[config.mk]
export PLATFORM = sky130hd
export DESIGN_NAME = i2c_addr_recog
export DESIGN_NICKNAME = d
export VERILOG_FILES = /design/src/rtl/i2c_ar_pkg.sv /design/src/rtl/i2c_ar_buscond.sv /design/src/rtl/i2c_ar_shifter.sv /design/src/rtl/i2c_ar_slot.sv /design/src/rtl/i2c_addr_recog.sv
export SDC_FILE = /design/constraint.sdc
export NUM_CORES = 1
export LEC_CHECK = 0
export ABC_AREA = 1
export ABC_CLOCK_PERIOD_IN_PS = 2200
export BUFFER_PORTS_ARGS = -buffer_cell sky130_fd_sc_hd__buf_2
export CORE_MARGIN = 2
export CORE_UTILIZATION = 57
export CTS_CLUSTER_DIAMETER = 150
export CTS_CLUSTER_SIZE = 8
export DETAILED_ROUTE_END_ITERATION = 6
export HOLD_SLACK_MARGIN = 0.06
export PLACE_DENSITY = 0.9
export SYNTH_ARGS = -nofsm -noshare
export SYNTH_HDL_FRONTEND = slang
export SYNTH_SLANG_ARGS = --single-unit
export TNS_END_PERCENT = 50
[constraint.sdc]
create_clock -name clk -period 2.2 [get_ports clk]
set_clock_uncertainty 0.1 [all_clocks]
set_input_delay 0.44 -clock clk [delete_from_list [all_inputs] [get_ports clk]]
set_output_delay 0.44 -clock clk [all_outputs]
set_load 0.05 [all_outputs]
[src/rtl/i2c_ar_pkg.sv]
package i2c_ar_pkg;
   typedef enum logic [2:0] {
      SRC_NONE  = 3'd0,
      SRC_PRI   = 3'd1,
      SRC_SEC   = 3'd2,
      SRC_GC    = 3'd3,
      SRC_ALERT = 3'd4
   } src_e;

   typedef enum logic [1:0] {
      PH_IDLE   = 2'd0,
      PH_FIRST  = 2'd1,
      PH_SECOND = 2'd2,
      PH_HOLD   = 2'd3
   } phase_e;
endpackage

[src/rtl/i2c_ar_buscond.sv]
module i2c_ar_buscond (
   input  logic clk,
   input  logic rst_n,
   input  logic scl_i,
   input  logic sda_i,
   output logic cond_start,
   output logic cond_stop,
   output logic scl_rise,
   output logic scl_fall
);
   logic scl_q, sda_q;

   always_ff @(posedge clk or negedge rst_n) begin
      if (!rst_n) begin
         scl_q <= 1'b1;
         sda_q <= 1'b1;
      end else begin
         scl_q <= scl_i;
         sda_q <= sda_i;
      end
   end

   assign cond_start = scl_q & scl_i & sda_q & ~sda_i;
   assign cond_stop  = scl_q & scl_i & ~sda_q & sda_i;
   assign scl_rise   = ~scl_q & scl_i;
   assign scl_fall   = scl_q & ~scl_i;
endmodule

[src/rtl/i2c_ar_shifter.sv]
module i2c_ar_shifter #(
   parameter int BITS = 8
) (
   input  logic            clk,
   input  logic            rst_n,
   input  logic            cond_start,
   input  logic            cond_stop,
   input  logic            scl_rise,
   input  logic            scl_fall,
   input  logic            sda_i,
   output logic [BITS-1:0] rx_byte,
   output logic            byte_rdy,
   output logic            ack_start,
   output logic            ack_end
);
   localparam int CNT_W = $clog2(BITS + 2);
   localparam logic [CNT_W-1:0] LAST   = CNT_W'(BITS - 1);
   localparam logic [CNT_W-1:0] FULL   = CNT_W'(BITS);
   localparam logic [CNT_W-1:0] ACKBIT = CNT_W'(BITS + 1);

   logic [CNT_W-1:0] cnt;

   always_ff @(posedge clk or negedge rst_n) begin
      if (!rst_n) begin
         cnt      <= '0;
         rx_byte  <= '0;
         byte_rdy <= 1'b0;
      end else begin
         byte_rdy <= 1'b0;
         if (cond_start || cond_stop) begin
            cnt <= '0;
         end else if (scl_rise && cnt < FULL) begin
            rx_byte  <= {rx_byte[BITS-2:0], sda_i};
            cnt      <= cnt + 1'b1;
            byte_rdy <= (cnt == LAST);
         end else if (scl_fall && cnt == FULL) begin
            cnt <= ACKBIT;
         end else if (scl_fall && cnt == ACKBIT) begin
            cnt <= '0;
         end
      end
   end

   assign ack_start = scl_fall && cnt == FULL;
   assign ack_end   = scl_fall && cnt == ACKBIT;
endmodule

[src/rtl/i2c_ar_slot.sv]
module i2c_ar_slot #(
   parameter int          AW  = 10,
   parameter logic [4:0]  PFX = 5'b11110
) (
   input  logic [AW-1:0] addr,
   input  logic          en,
   input  logic          ten,
   input  logic [7:0]    rx,
   output logic          hit7,
   output logic          hit_hi,
   output logic          hit_lo
);
   assign hit7   = en & ~ten & (rx[7:1] == addr[6:0]);
   assign hit_hi = en & ten & (rx[7:3] == PFX) & (rx[2:1] == addr[AW-1 -: 2]);
   assign hit_lo = en & ten & (rx == addr[7:0]);
endmodule

[src/rtl/i2c_addr_recog.sv]
module i2c_addr_recog #(
   parameter int         AW         = 10,
   parameter logic [6:0] GCALL_ADDR = 7'h00,
   parameter logic [6:0] ALERT_ADDR = 7'h0C,
   parameter logic [4:0] TEN_PFX    = 5'b11110
) (
   input  logic          clk,
   input  logic          rst_n,
   input  logic          scl_i,
   input  logic          sda_i,
   input  logic [AW-1:0] pri_addr,
   input  logic          pri_ten,
   input  logic [AW-1:0] sec_addr,
   input  logic          sec_en,
   input  logic          sec_ten,
   input  logic          gcall_en,
   input  logic          alert_en,
   output logic          sda_pull,
   output logic          addressed,
   output logic          is_read,
   output logic [2:0]    match_src,
   output logic          hdr_skip
);
   import i2c_ar_pkg::*;

   localparam int NSLOT  = 2;
   localparam int BYTE_W = 8;

   generate
      if (AW != 10) begin : g_bad_aw
         $error("i2c_addr_recog: AW must be 10");
      end
      if (TEN_PFX[4:3] != 2'b11) begin : g_bad_pfx
         $error("i2c_addr_recog: TEN_PFX must be a reserved 11xxx pattern");
      end
   endgenerate

   logic cond_start, cond_stop, scl_rise, scl_fall;
   logic [BYTE_W-1:0] rx_byte;
   logic byte_rdy, ack_start, ack_end;

   i2c_ar_buscond u_cond (
      .clk(clk), .rst_n(rst_n), .scl_i(scl_i), .sda_i(sda_i),
      .cond_start(cond_start), .cond_stop(cond_stop),
      .scl_rise(scl_rise), .scl_fall(scl_fall)
   );

   i2c_ar_shifter #(.BITS(BYTE_W)) u_shift (
      .clk(clk), .rst_n(rst_n), .cond_start(cond_start), .cond_stop(cond_stop),
      .scl_rise(scl_rise), .scl_fall(scl_fall), .sda_i(sda_i),
      .rx_byte(rx_byte), .byte_rdy(byte_rdy),
      .ack_start(ack_start), .ack_end(ack_end)
   );

   logic [AW-1:0]    s_addr [NSLOT];
   logic [NSLOT-1:0] s_en, s_ten, hit7, hit_hi, hit_lo;

   assign s_addr[0] = pri_addr;
   assign s_addr[1] = sec_addr;
   assign s_en      = {sec_en, 1'b1};
   assign s_ten     = {sec_ten, pri_ten};

   genvar k;
   generate
      for (k = 0; k < NSLOT; k++) begin : g_slot
         i2c_ar_slot #(.AW(AW), .PFX(TEN_PFX)) u_slot (
            .addr(s_addr[k]), .en(s_en[k]), .ten(s_ten[k]), .rx(rx_byte),
            .hit7(hit7[k]), .hit_hi(hit_hi[k]), .hit_lo(hit_lo[k])
         );
      end
   endgenerate

   phase_e           ph;
   logic             busy, rec_valid, rec_idx, ack_pend, ack_q, skip_q;
   logic [NSLOT-1:0] pend;
   src_e             src_q;
   logic             addr_q, rd_q;

   logic             is_hdr, rw;
   logic             d_ack, d_adr, d_rd, d_skip, d_rec, d_rec_idx;
   src_e             d_src;
   phase_e           d_ph;
   logic [NSLOT-1:0] d_pend, sel;

   assign is_hdr = (rx_byte[7:3] == TEN_PFX);
   assign rw     = rx_byte[0];
   assign sel    = pend & hit_lo;

   always_comb begin
      d_ack     = 1'b0;
      d_adr     = 1'b0;
      d_rd      = 1'b0;
      d_skip    = 1'b0;
      d_src     = SRC_NONE;
      d_ph      = PH_HOLD;
      d_pend    = '0;
      d_rec     = rec_valid;
      d_rec_idx = rec_idx;
      case (ph)
         PH_FIRST: begin
            d_rec = 1'b0;
            if (is_hdr) begin
               if (!rw) begin
                  d_pend = hit_hi;
                  if (|hit_hi) begin
                     d_ack  = 1'b1;
                     d_skip = 1'b1;
                     d_ph   = PH_SECOND;
                  end
               end else if (rec_valid && hit_hi[rec_idx]) begin
                  d_ack  = 1'b1;
                  d_skip = 1'b1;
                  d_adr  = 1'b1;
                  d_rd   = 1'b1;
                  d_rec  = 1'b1;
                  d_src  = rec_idx ? SRC_SEC : SRC_PRI;
               end
            end else begin
               d_rd = rw;
               if (hit7[0])                                    d_src = SRC_PRI;
               else if (hit7[1])                               d_src = SRC_SEC;
               else if (gcall_en && !rw && rx_byte[7:1] == GCALL_ADDR) d_src = SRC_GC;
               else if (alert_en && rx_byte[7:1] == ALERT_ADDR) d_src = SRC_ALERT;
               d_ack = (d_src != SRC_NONE);
               d_adr = d_ack;
            end
         end
         PH_SECOND: begin
            if (|sel) begin
               d_ack     = 1'b1;
               d_adr     = 1'b1;
               d_rec     = 1'b1;
               d_rec_idx = ~sel[0];
               d_src     = sel[0] ? SRC_PRI : SRC_SEC;
            end
         end
         default: ;
      endcase
   end

   always_ff @(posedge clk or negedge rst_n) begin
      if (!rst_n) begin
         ph        <= PH_IDLE;
         busy      <= 1'b0;
         rec_valid <= 1'b0;
         rec_idx   <= 1'b0;
         pend      <= '0;
         ack_pend  <= 1'b0;
         ack_q     <= 1'b0;
         skip_q    <= 1'b0;
         addr_q    <= 1'b0;
         rd_q      <= 1'b0;
         src_q     <= SRC_NONE;
      end else begin
         skip_q <= 1'b0;
         if (cond_start) begin
            ph       <= PH_FIRST;
            busy     <= 1'b1;
            ack_pend <= 1'b0;
            ack_q    <= 1'b0;
            addr_q   <= 1'b0;
            rd_q     <= 1'b0;
            src_q    <= SRC_NONE;
            if (!busy) rec_valid <= 1'b0;
         end else if (cond_stop) begin
            ph        <= PH_IDLE;
            busy      <= 1'b0;
            rec_valid <= 1'b0;
            ack_pend  <= 1'b0;
            ack_q     <= 1'b0;
            addr_q    <= 1'b0;
            rd_q      <= 1'b0;
            src_q     <= SRC_NONE;
         end else begin
            if (byte_rdy && (ph == PH_FIRST || ph == PH_SECOND)) begin
               ph        <= d_ph;
               pend      <= d_pend;
               ack_pend  <= d_ack;
               skip_q    <= d_skip;
               rec_valid <= d_rec;
               rec_idx   <= d_rec_idx;
               if (d_adr) begin
                  addr_q <= 1'b1;
                  rd_q   <= d_rd;
                  src_q  <= d_src;
               end
            end
            if (ack_start && ack_pend) begin
               ack_q    <= 1'b1;
               ack_pend <= 1'b0;
            end else if (ack_end) begin
               ack_q <= 1'b0;
            end
         end
      end
   end

   assign sda_pull  = ack_q;
   assign addressed = addr_q;
   assign is_read   = rd_q;
   assign match_src = src_q;
   assign hdr_skip  = skip_q;
endmodule

# --- After elaboration in Yosys (flattened, before gate mapping) ---
# Index checks and enable logic that the tools add are counted.
word_totals:
  regBits: 30
  latch_bits: 0
  ramBits: 0
  mem_bits_ro: 0
  output_inout_bits: 7
  memories: 0
classes:
  n_addsub: 1
  n_mul: 0
  div_mod_pow: 0
  order_cmp: 2
  n_eq_ne: 15
  shifts: 0
  muxes: 76
  bitwise_logic: 28
  n_reduce_logical: 28
op_table:
  columns: ["op", "count"]
  rows:
  - ["$mux 1", 46]
  - ["$mux 3", 11]
  - ["$mux 2", 11]
  - ["$and 1x1->1", 17]
  - ["$eq 8x8->1", 2]
  - ["$mux 4", 4]
  - ["$reduce_bool 4->1", 4]
  - ["$eq 7x7->1", 2]
  - ["$not 1->1", 10]
  - ["$logic_and 1x1->1", 9]
  - ["$reduce_bool 3->1", 3]
  - ["$eq 4x4->1 const B", 2]
  - ["$eq 7x4->1 const B", 1]
  - ["$logic_not 7->1", 1]
  - ["$pmux 1 s2", 3]
  - ["$pmux 3 s2", 1]
  - ["$eq 5x5->1 const B", 1]
  - ["$reduce_and 5->1", 1]
  - ["$add 4x1->4 const B", 1]
  - ["$eq 2x2->1", 2]
  - ["$eq 4x3->1 const B", 1]
  - ["$lt 4x4->1 const B", 1]
  - ["$ne 4x2->1 const B", 1]
  - ["$reduce_and 2->1", 2]
  - ["11 further kinds", 13]

# --- Longest topological paths before layout ---
# Gate-level depths: netlist of the first run.
depth:
  ltp_word: 15
  ltp_mapped: 16

# --- Cells and area by module ---
# A second synthesis of the first run with hierarchy kept.
unflattened:
  hier_cells: 368
  area_unflattened_um2: 2378.5
by_module_without_submodules:
  columns: ["mod", "instances", "cells_per_inst", "area_per_inst_um2", "seq_area_each_um2"]
  rows:
  - ["i2c_addr_recog", 1, 141, 1034.7, 375.4]
  - ["i2c_ar_shifter", 1, 76, 641.9, 325.3]
  - ["i2c_ar_slot", 2, 69, 304.0, 0.0]
  - ["i2c_ar_buscond", 1, 13, 93.8, 52.6]

# --- Worst setup path before layout of the first run ---
# No wires, ideal clock.
synth_timing:
  kind: "register -> register"
  startpoint: "register u_shift.rx_byte[3]"
  endpoint: "register src_q[0], in the netlist match_src[0]"
  setup_ps: 118
  t_arrival_ps: 1477
  slack_ps: 506
  stages_incl_launch_ff: 15
  path_buffers: 2
  period_less_slack_ps: 1694
  path_cell_list: "dfrtp_1 > buf_6 > inv_4 > nand2_4 > nor2_4 > buf_6 > nand3_2 > nand2_1 > nand3_2 > nand2_1 > nand3_2 > nand2_4 > nand2_4 > nand2_1 > nand2_1"
synth_between:
  elab_chain_len: 14
synth_rtl:
  columns: ["item", "line", "rtl"]
  rows:
  - ["start, declared", "i2c_ar_shifter.sv:11", "output logic [BITS-1:0] rx_byte,"]
  - ["start signal, assigned", "i2c_ar_shifter.sv:33", "rx_byte <= {rx_byte[BITS-2:0], sda_i};"]
  - ["$eq 5x5->1", "i2c_ar_slot.sv:14, i2c_addr_recog.sv:85", null]
  - ["$and 1x1->1 (2 in a row)", "i2c_ar_slot.sv:14", "assign hit_hi = en & ten & (rx[7:3] == PFX) & (rx[2:1] == addr[AW-1 -: 2]);"]
  - ["$mux 1 (not written as such) (2 in a row)", "i2c_addr_recog.sv:110", "end else if (rec_valid && hit_hi[rec_idx]) begin"]
  - ["$logic_and 1x1->1", "i2c_addr_recog.sv:110", null]
  - ["$mux 2", "i2c_addr_recog.sv:110", null]
  - ["$mux 2", "i2c_addr_recog.sv:103", "if (!rw) begin"]
  - ["$mux 3", "i2c_addr_recog.sv:102", "if (is_hdr) begin"]
  - ["$pmux 3 s2", "i2c_addr_recog.sv:99", "case (ph)"]
  - ["$mux 3", "i2c_addr_recog.sv:182", "if (d_adr) begin"]
  - ["$mux 3", "i2c_addr_recog.sv:175", "if (byte_rdy && (ph == PH_FIRST || ph == PH_SECOND)) begin"]
  - ["$mux 3", "i2c_addr_recog.sv:165", "end else if (cond_stop) begin"]
  - ["$mux 3", "i2c_addr_recog.sv:156", "if (cond_start) begin"]
  - ["end signal, assigned", "i2c_addr_recog.sv:185", "src_q <= d_src;"]
  - ["end, declared", "i2c_addr_recog.sv:76", "src_e src_q;"]
# Parallel ways exist; a longest one is shown, timed or not. The select of a mux whose other input is x is not followed.
# A chain may end at the register's enable or synchronous reset.

# --- Worst setup path after layout of the first run ---
layout_timing:
  startpoint: "register u_shift.rx_byte[2]"
  endpoint: "register src_q[0], in the netlist match_src[0]"
layout_between:
  elab_chain_len: 13
layout_rtl:
  columns: ["item", "line", "rtl"]
  rows:
  - ["$eq 7x4->1 (tied with other cells)", "i2c_addr_recog.sv:123", "else if (alert_en && rx_byte[7:1] == ALERT_ADDR) d_src = SRC_ALERT;"]
  - ["$logic_and 1x1->1 (tied with other cells)", "i2c_addr_recog.sv:123", null]
  - ["$mux 3 (tied with other cells)", "i2c_addr_recog.sv:123", null]
  - ["$mux 3 (tied with other cells)", "i2c_addr_recog.sv:122", "else if (gcall_en && !rw && rx_byte[7:1] == GCALL_ADDR) d_src = SRC_GC;"]
  - ["$mux 3 (tied with other cells)", "i2c_addr_recog.sv:121", "else if (hit7[1]) d_src = SRC_SEC;"]
  - ["$mux 3 (tied with other cells)", "i2c_addr_recog.sv:120", "if (hit7[0]) d_src = SRC_PRI;"]
  - ["$mux 3 (tied with other cells)", "i2c_addr_recog.sv:102", null]
  - ["$mux 3, on equally long branches", "i2c_addr_recog.sv:99, i2c_addr_recog.sv:102", null]
  - ["$reduce_bool 3->1 or $pmux 3 s2 (tied branches)", "i2c_addr_recog.sv:124, i2c_addr_recog.sv:99", null]
  - ["$mux 1 or $mux 3 (tied branches)", "i2c_addr_recog.sv:102, i2c_addr_recog.sv:182", null]
  - ["$pmux 1 s2 or $mux 3 (tied branches)", "i2c_addr_recog.sv:99, i2c_addr_recog.sv:175", null]
  - ["$reduce_bool 3->1 (no source line) or $mux 3 (tied branches)", null, null]
  - ["$reduce_and 2->1 (no source line) or $mux 3 (tied branches)", null, null]
# Parallel ways exist; a longest one is shown, timed or not. The select of a mux whose other input is x is not followed.

==> flow_summary.yaml, run 1 <==
floorplan:
  die_h_um: 68.6
  core_um2: 4000
  chipWidth_um: 68.6
  start_util_pct: 59.4
  die-area_um2: 4700
  ios: 36
  rows: 23
synthesis:
  synthArstFlopShare_pct: 100
  yosys_warnings: 0
  ys.flop_type: "dfrtp_1"
  synth_nets: 391
  postSynthCellCount: 357
  synth-seq-area-share_pct: 31.7
  synth_area_per_cell_um2: 6.66
  synth_edf_count: 0
  synth.distinct_cells: 34
  netlist_area_um2: 2380
  ys_ff_latch: 30
  yosysMostFrequentCell: "nand2_1"
  synth_top_cells_by_area: "dfrtp_1 29%, nand2_1 19%, inv_1 8.7%"
  yosys-top-cells-count: "121 x nand2_1, 55 x inv_1, 30 x nor2_1"
  synth_top_area_share_pct: 29.5
  yosys.area.top_type: "dfrtp_1"
worst_hold_path:
  hp-class: "in -> async"
layout:
  nets: 426
  antenna_cells: 0
  fin_area_um2: 2650
  num-fill-cells: 363
  final_util_pct: 66.2
  finalNonFillerCells: 443
  syn2layout_area_growth_pct: 11.4
  drive_gt1_share_pct: 18.1
clocking:
  clk_latency_ns: 0.29
  cts_setup_buffers: 0
  ctsHoldBuffers: 0
  cts-root-buf: "clkbuf_8"
  h-tree-depth: 2
  clkSinkCount: 30
  clkSlewWorstSetupHoldPaths_ns: 0.07
  ctsResizeCount: 0
  clockBufferDepth: 2
  cts_tree: "built"
  cts_made_buffers: 5
sta:
  final_hold_viol_count: 0
  finalSetupTns_ns: 0
  slew_headroom_pct: 54.5
  setup_viol: 0
  period_share_pct: 92.0
  hold_ws_ns: 0.0805
  period_minus_slack_ns: 2.02
  final_max_slew_viol_count: 0
  tightest_slew_ns: 0.682
  worst_slack_ns: 0.176
  fmax_mhz: 494
  grt_setup_unrepaired: "false"
routing:
  wire_per_inst_um: 12.7
  wl_met3_um: 462
  drc_errors: 0
  wl_met1_um: 2410
  wirelength_um: 5610
  wl_met2_um: 2660
  vias: 2350
  viasPerCell: 5.30
  ant_nets: 0
  top_layer: "met4"
  drtIter0Drc: 128
  drt_pass1_iterations: 5
grt:
  grt_max_degree: 31
  overflow: 0
  grt_usage_pct: 26.6
  grt_pass1_wl_um: 9210
  grt_pass1_vias: 2154
  antenna_found_initial: 0
worst_setup_path:
  critPathMostFrequentCell: "nand2_1"
  crit_path_max_incr_delay_ns: 0.53
  path_buf_inv: 1
  end_kind: "flop"
  critPathKind: "reg -> reg"
  cp-start-kind: "flop"
  crit_path_max_fanout: 10
  crit_arrival_ns: 2.11
  cp.required_ns: 2.28
  crit_chain: "inv_1, nand2_1, nand2_1, nand2_1, o21ai_4, nand3_2, nand2_1, nand3_2, nand2_4, nand2_4, nand2_1, nand2_1"
  cpLargestDelayFamily: "simple AND/OR/NAND/NOR gates"
  cp_slowest_cell: "dfrtp_1"
place:
  hpwlAfterDp_um: 4300
  gp_congestion: 0.938
  port_buffers: 35
  dp_slack_ns: 0.185
  placed_area_um2: 2550
  place_inst: 435
pwr:
  vdd_drop_max_mv: 0.603
  p_per_area_nw_per_um2: 847
  p_leak_nw: 1.45
  power.total_mw: 2.24
run_status:
  outcome: "finished clean"
job:
  drv_cap: 0
==> layer usage <==
| metal | GRT usage, % | vias to the layer above |
|---|---|---|
| li1 | - | 1197 |
| met1 | 34.2 | 1058 |
| met2 | 45.4 | 86 |
| met3 | 5.52 | 9 |
| met4 | 7.25 | 0 |
| met5 | 0 | - |
==> worst paths after layout <==
check	start	endpoint	cells after the start	slack [ns]
worst max-delay path	u_shift.rx_byte[2]	match_src[0]	12	0.18
worst min-delay path	rst_n	u_shift.rx_byte[7]	1	0.08
worst max register to register	u_shift.rx_byte[2]	match_src[0]	12	0.18
worst min register to register	match_src[1]	match_src[1]	2	0.38
max in group asynchronous	rst_n	hdr_skip	1	1.47
min in group clk	sda_i	u_cond.sda_q	1	0.18
==> cell families (layout without fill, tap and decap cells) <==
kind of cell               count (synthesis)  after routing  synth area share (%)
xor gates and xnor gates                   8              8                  2.95
AOI/OAI and AO/OA                         39             39                  9.58
buffers and inverters                     67            103                  12.7
adders and majority gates                  5              5                  2.63
and+or+nand+nor                          208            208                  40.4
DFF                                       30             30                  31.7
==> cell type report <==
| cell class | instances | area, um^2 | share of cell area [%] |
|---|---|---|---|
| flip-flops and latches | 30 | 753 | 28.5 |
| well taps | 50 | 62.6 | 2.36 |
| inverters | 57 | 216 | 8.18 |
| clock buffers | 6 | 82.6 | 3.12 |
| clock inverters | 2 | 12.5 | 0.473 |
| multi-input cells | 260 | 1320 | 49.9 |
| repair buffers | 38 | 198 | 7.47 |
==> flip-flops by register name (all words and copies together) (netlist names), 2 cells and up <==
| name | count |
|---|---|
| u_shift.rx_byte | 8 |
| u_shift.cnt | 4 |
| match_src | 3 |
| pend | 2 |
| ph | 2 |
==> worst register-to-register path, stage by stage, from the launching register on <==
cell     delay [ns]
dfrtp_1        0.53
inv_1          0.21
nand2_1        0.10
nand2_1        0.06
nand2_1        0.12
o21ai_4        0.17
nand3_2        0.14
nand2_1        0.11
nand3_2        0.09
nand2_4        0.11
nand2_4        0.07
nand2_1        0.06
nand2_1        0.05
==> cells in the final DEF, fill, tap and decap left out, types with 5 or more instances in the layout <==
master,n
ha_1,5
nand3_2,7
nand4_1,16
o21ai_0,20
nand2_1,121
nor2_1,30
a21oi_1,10
nand3_1,17
clkbuf_8,6
buf_2,35
inv_1,55
dfrtp_1,28
==> power breakdown <==
group / switching, mW / internal, mW
Clock: 0.220 / 0.251
Combinational: 0.570 / 0.331
Sequential: 0.213 / 0.657
Total: 1.00 / 1.24
Power figures use the tool's default switching activity.
==> inputs of run 2 (changes only) <==
--- a/config.mk
+++ b/config.mk
@@ -6,15 +6,15 @@
 export NUM_CORES = 1
 export LEC_CHECK = 0
 export ABC_AREA = 1
-export ABC_CLOCK_PERIOD_IN_PS = 2200
+export ABC_CLOCK_PERIOD_IN_PS = 2500
 export BUFFER_PORTS_ARGS = -buffer_cell sky130_fd_sc_hd__buf_2
 export CORE_MARGIN = 2
-export CORE_UTILIZATION = 57
+export CORE_UTILIZATION = 60
 export CTS_CLUSTER_DIAMETER = 150
 export CTS_CLUSTER_SIZE = 8
 export DETAILED_ROUTE_END_ITERATION = 6
 export HOLD_SLACK_MARGIN = 0.06
-export PLACE_DENSITY = 0.9
+export PLACE_DENSITY = 0.93
 export SYNTH_ARGS = -nofsm -noshare
 export SYNTH_HDL_FRONTEND = slang
 export SYNTH_SLANG_ARGS = --single-unit
==> constraint.sdc (replaced) <==
create_clock -name clk -period 2.5 [get_ports clk]
set_clock_uncertainty 0.1 [all_clocks]
set_input_delay 0.5 -clock clk [delete_from_list [all_inputs] [get_ports clk]]
set_output_delay 0.5 -clock clk [all_outputs]
set_load 0.05 [all_outputs]
==> run 2 against run 1 <==
Effect of this change:
- sequential cell count is the same
- count of clock-buffer cells in the layout rose by 1
- non-clock buffer count shrank 1
- largest power group unchanged
==> flow_summary.yaml, run 2 (synthesis results as in run 1) <==
layout:
  largest_register_ffs: 8
  syn2layout_area_growth_pct: 10.8
  num-fill-cells: 329
  multi_input_area_um2: 1320
  nets: 425
  drive_gt1_share_pct: 17.6
  fin_area_um2: 2630
  final_common_cell: "nand2_1"
  antenna_cells: 0
  regArea_um2: 753
  largest-register: "u_shift.rx_byte"
  final_util_pct: 70.3
  mostFrequentLayoutCells: "121 x nand2_1, 55 x inv_1, 35 x buf_2"
floorplan:
  core_um2: 3740
  die-area_um2: 4480
  start_util_pct: 63.5
  die_h_um: 66.9
  rows: 22
  ios: 36
  chipWidth_um: 66.9
worst_setup_path:
  crit_arrival_ns: 2.13
  crit_path_max_fanout: 11
  end_kind: "flop"
  cp-start-kind: "flop"
  cp.required_ns: 2.57
  critPathKind: "reg -> reg"
sta:
  fmax_mhz: 486
  period_minus_slack_ns: 2.06
  final_max_slew_viol_count: 0
  finalSetupTns_ns: 0
  tightest_slew_ns: 0.682
  slew_headroom_pct: 54.6
  setup_viol: 0
  final_hold_viol_count: 0
  period_share_pct: 82.3
  grt_setup_unrepaired: "false"
  worst_slack_ns: 0.443
routing:
  ant_nets: 0
  viasPerCell: 5.45
  wirelength_um: 5600
  vias: 2397
  drt_pass1_iterations: 5
  wire_per_inst_um: 12.7
  drtIter0Drc: 282
  drc_errors: 0
clocking:
  cts_made_buffers: 5
  h-tree-depth: 2
  clkSlewWorstSetupHoldPaths_ns: 0.07
  cts_setup_buffers: 0
  ctsResizeCount: 0
  cts-root-buf: "clkbuf_8"
  clk_latency_ns: 0.29
  clkSinkCount: 30
  ctsHoldBuffers: 0
  clockBufferDepth: 2
  cts_tree: "built"
run_status:
  outcome: "finished clean"
pwr:
  p_seq_share_pct: 38.4
  power.share.switching_pct: 44.5
  vdd_drop_max_mv: 0.464
  internal_power_mw: 1.09
  p_comb_share_pct: 41.1
  p_leak_nw: 1.44
  p_per_area_nw_per_um2: 746
  p_clk_share_pct: 20.5
  power.total_mw: 1.96
  switchingPower_mw: 0.873
place:
  gp_congestion: 0.944
  dp_slack_ns: 0.468
  placed_area_um2: 2540
  port_buffers: 35
  hpwlAfterDp_um: 4380
grt:
  antenna_found_initial: 0
  grt_pass1_vias: 2232
  grt_pass1_wl_um: 9930
  grt_usage_pct: 29.5
  overflow: 0
  grt_max_degree: 31
worst_hold_path:
  hp-class: "in -> async"
job:
  drv_cap: 0
-- run 2: per-stage QoR --
step | cells | hold WS (ns)
finish | 440 | 0.148
floorplan | 357 | 0.104
CTS | 440 | 0.176
global route | 440 | 0.205
global placement | 432 | 0.357
detailed placement | 432 | 0.359
-- run 2: worst max-delay path: stages (launching register included) --
cell and delay [ns]:
dfrtp_1 0.50, inv_4 0.13, nand2_4 0.05, nor2_4 0.26, nand2_1 0.16, o21ai_4 0.15
nand3_2 0.12, nand2_1 0.10, nand3_2 0.09, nand2_4 0.11, nand2_4 0.06, nand2_1 0.06
nand2_1 0.05
-- run 2: final cells by class --
type / count / share of cell area, %
inverters: 57 / 8.22
clock buffers: 7 / 3.28
clock inverters: 1 / 0.190
flip-flops and latches: 30 / 28.6
multi-input cells: 260 / 50.2
well taps: 48 / 2.28
repair buffers: 37 / 7.22
-- run 2: layer usage --
metal	vias up	track usage [%]	routed length [um]
li1	1187	-	-
met2	100	48.1	2630
met5	-	0	0
met3	11	5.74	436
met4	0	8.67	76
met1	1099	39.7	2450
-- run 2: power groups by stage --
stage	Clock [mW]	Sequential (mW)	Combinational, mW
2_1_floorplan	0	0.636	0.758
3_3_place_gp	0	0.743	0.772
3_5_place_dp	0	0.755	0.793
4_1_cts	0.408	0.747	0.800
5_1_grt	0.439	0.770	0.929
6_report	0.403	0.753	0.808
-- run 2: final timing paths --
kind,startpoint,to,slack (ns),cells past startpoint
max,u_shift.rx_byte[3],match_src[0],0.44,12
min,rst_n,u_shift.rx_byte[3],0.15,1
max reg2reg,u_shift.rx_byte[3],match_src[0],0.44,12
min reg2reg,match_src[1],match_src[1],0.37,2
max in group asynchronous,rst_n,is_read,1.71,1
min in group clk,sda_i,u_cond.sda_q,0.24,1
==> inputs of run 3 (changes only) <==
--- a/config.mk
+++ b/config.mk
@@ -6,15 +6,15 @@
 export NUM_CORES = 1
 export LEC_CHECK = 0
 export ABC_AREA = 1
-export ABC_CLOCK_PERIOD_IN_PS = 2500
+export ABC_CLOCK_PERIOD_IN_PS = 1700
 export BUFFER_PORTS_ARGS = -buffer_cell sky130_fd_sc_hd__buf_2
 export CORE_MARGIN = 2
-export CORE_UTILIZATION = 60
+export CORE_UTILIZATION = 52
 export CTS_CLUSTER_DIAMETER = 150
 export CTS_CLUSTER_SIZE = 8
 export DETAILED_ROUTE_END_ITERATION = 6
 export HOLD_SLACK_MARGIN = 0.06
-export PLACE_DENSITY = 0.93
+export PLACE_DENSITY = 0.87
 export SYNTH_ARGS = -nofsm -noshare
 export SYNTH_HDL_FRONTEND = slang
 export SYNTH_SLANG_ARGS = --single-unit
==> constraint.sdc (replaced) <==
create_clock -name clk -period 1.7 [get_ports clk]
set_clock_uncertainty 0.1 [all_clocks]
set_input_delay 0.34 -clock clk [delete_from_list [all_inputs] [get_ports clk]]
set_output_delay 0.34 -clock clk [all_outputs]
set_load 0.05 [all_outputs]
==> run 3 against run 2 <==
Effect of this change:
- the run now ends with setup timing left
- via count grew 5.4%
- critical path depth shrank 1
- setup slack lost 0.64 ns
- global-route usage is 3.3 points lower
- final cell count rose by 8.9%
- first-iteration DRC count fell by 15%
- highest routed layer unchanged
==> flow_summary.yaml, run 3 (synthesis results as in run 1) <==
place:
  port_buffers: 35
  dp_slack_ns: -0.195
  hpwlAfterDp_um: 4760
  gp_congestion: 0.933
pwr:
  p_per_area_nw_per_um2: 1150
  vdd_drop_max_mv: 0.859
  power.share.switching_pct: 41.4
  switchingPower_mw: 1.44
  p_comb_share_pct: 48.3
  p_leak_nw: 1.64
  internal_power_mw: 2.04
  p_seq_share_pct: 29.7
  p_clk_share_pct: 22.0
clocking:
  cts-root-buf: "clkbuf_8"
  clockBufferDepth: 2
  clk_latency_ns: 0.29
  cts_tree: "built"
  clkSlewWorstSetupHoldPaths_ns: 0.07
  clkSinkCount: 30
  h-tree-depth: 2
  cts_made_buffers: 5
routing:
  wirelength_um: 6380
  drt_pass1_iterations: 5
  drtIter0Drc: 241
  viasPerCell: 5.27
  drc_errors: 0
  wire_per_inst_um: 13.3
  ant_nets: 0
  vias: 2526
worst_setup_path:
  cp_slowest_cell: "dfrtp_2"
  critPathMostFrequentCell: "nand3_2"
  cpLargestDelayFamily: "simple AND/OR/NAND/NOR gates"
  cp-start-kind: "flop"
  cp.required_ns: 1.78
  crit_arrival_ns: 1.98
  crit_chain: "buf_6, nor3_4, nand3_1, nor2_1, nand3_2, nand3_2, nand3_2, nand2_4, nand2_4, nand2_1, nand2_1"
  critPathKind: "reg -> reg"
  r2r-start: "u_shift.rx_byte[7]"
  crit_start: "u_shift.rx_byte[7]"
  crit_path_max_incr_delay_ns: 0.47
  path_buf_inv: 1
  crit_path_max_fanout: 6
  end_kind: "flop"
layout:
  mostFrequentLayoutCells: "116 x nand2_1, 50 x inv_1, 35 x buf_2"
  nets: 460
  largest-register: "u_shift.rx_byte"
  syn2layout_area_growth_pct: 27.7
  final_common_cell: "nand2_1"
  antenna_cells: 0
  largest_register_ffs: 8
  drive_gt1_share_pct: 30.0
sta:
  tightest_slew_ns: 0.422
  worst_slack_ns: -0.200
  final_max_slew_viol_count: 0
  final_hold_viol_count: 0
  grt_setup_unrepaired: "true"
  period_minus_slack_ns: 1.90
  fmax_mhz: 526
  finalSetupTns_ns: -1.30
  slew_headroom_pct: 71.7
  period_share_pct: 112
  setup_viol: 9
grt:
  grt_pass1_wl_um: 10500
  grt_usage_pct: 26.2
  overflow: 0
  grt_pass1_vias: 2396
  grt_max_degree: 31
  antenna_found_initial: 0
floorplan:
  chipWidth_um: 71.6
  ios: 36
  core_um2: 4380
  start_util_pct: 54.2
  rows: 24
  die_h_um: 71.6
  die-area_um2: 5130
worst_hold_path:
  hp-class: "in -> reg"
  hp-start: "sda_i"
job:
  drv_cap: 0
run_status:
  outcome: "finished with violations"
  violations: "setup timing"
==> run 3: final timing paths <==
path	depth (start not counted)	slack, ns	endpoint
setup / recovery	11	-0.20	match_src[1]
hold / removal	1	0.08	u_cond.sda_q
setup reg to reg	11	-0.20	match_src[1]
hold reg to reg	2	0.38	match_src[1]
max in group asynchronous	3	0.68	u_cond.scl_q
min in group asynchronous	3	0.49	u_shift.rx_byte[0]
==> run 3: stage by stage <==
stage	area, um^2	util, %	hold slack [ns]	power, mW	std cells
global placement	2760	63.0	0.280	2.46	465
finish	3030	69.2	0.0756	3.48	479
floorplan	2380	-	-0.0556	2.05	357
detailed placement	2760	63.0	0.283	2.50	465
CTS	2950	67.2	0.0724	3.36	477
global route	3030	69.2	0.0755	3.72	479
==> run 3: layout make-up <==
| type | count | area (um^2) |
|---|---|---|
| fillers | 360 | 1350 |
| clock buffers | 7 | 86.3 |
| clock inverters | 1 | 30.0 |
| inverters | 57 | 216 |
| well taps | 52 | 65.1 |
| multi-input cells | 260 | 1400 |
| repair buffers | 72 | 474 |
| flip-flops and latches | 30 | 758 |
==> run 3: power by group through the flow <==
stage	sequential, mW	clock [mW]	combinational, mW
2_1_floorplan	0.935	0	1.12
3_3_place_gp	1.01	0	1.45
3_5_place_dp	1.02	0	1.48
4_1_cts	1.02	0.772	1.57
5_1_grt	1.05	0.806	1.86
6_report	1.03	0.766	1.68
==> run 3: worst reg2reg max path, delay by kind of cell, from the launching register on <==
kind | cells | cell delay, ns
buffers and inverters | 1 | 0.14
DFF | 1 | 0.47
and+or+nand+nor | 10 | 1.10
==> run 3: routing by layer <==
layer / GRT usage (%) / share of wire (%)
met1: 33.9 / 43
met2: 42.3 / 47
met3: 6.33 / 6.5
met4: 10.9 / 3.6
met5: 0 / 0
==> run 3: repair_timing <==
item / 4_1_cts / 5_1_grt
hold endpoints to repair: 28 / 0
hold buffers: 1 / 0
gates resized for setup: 15 / 21
setup buffers: 3 / 2
setup endpoints to repair: 9 / 16
pin swaps: 10 / 13
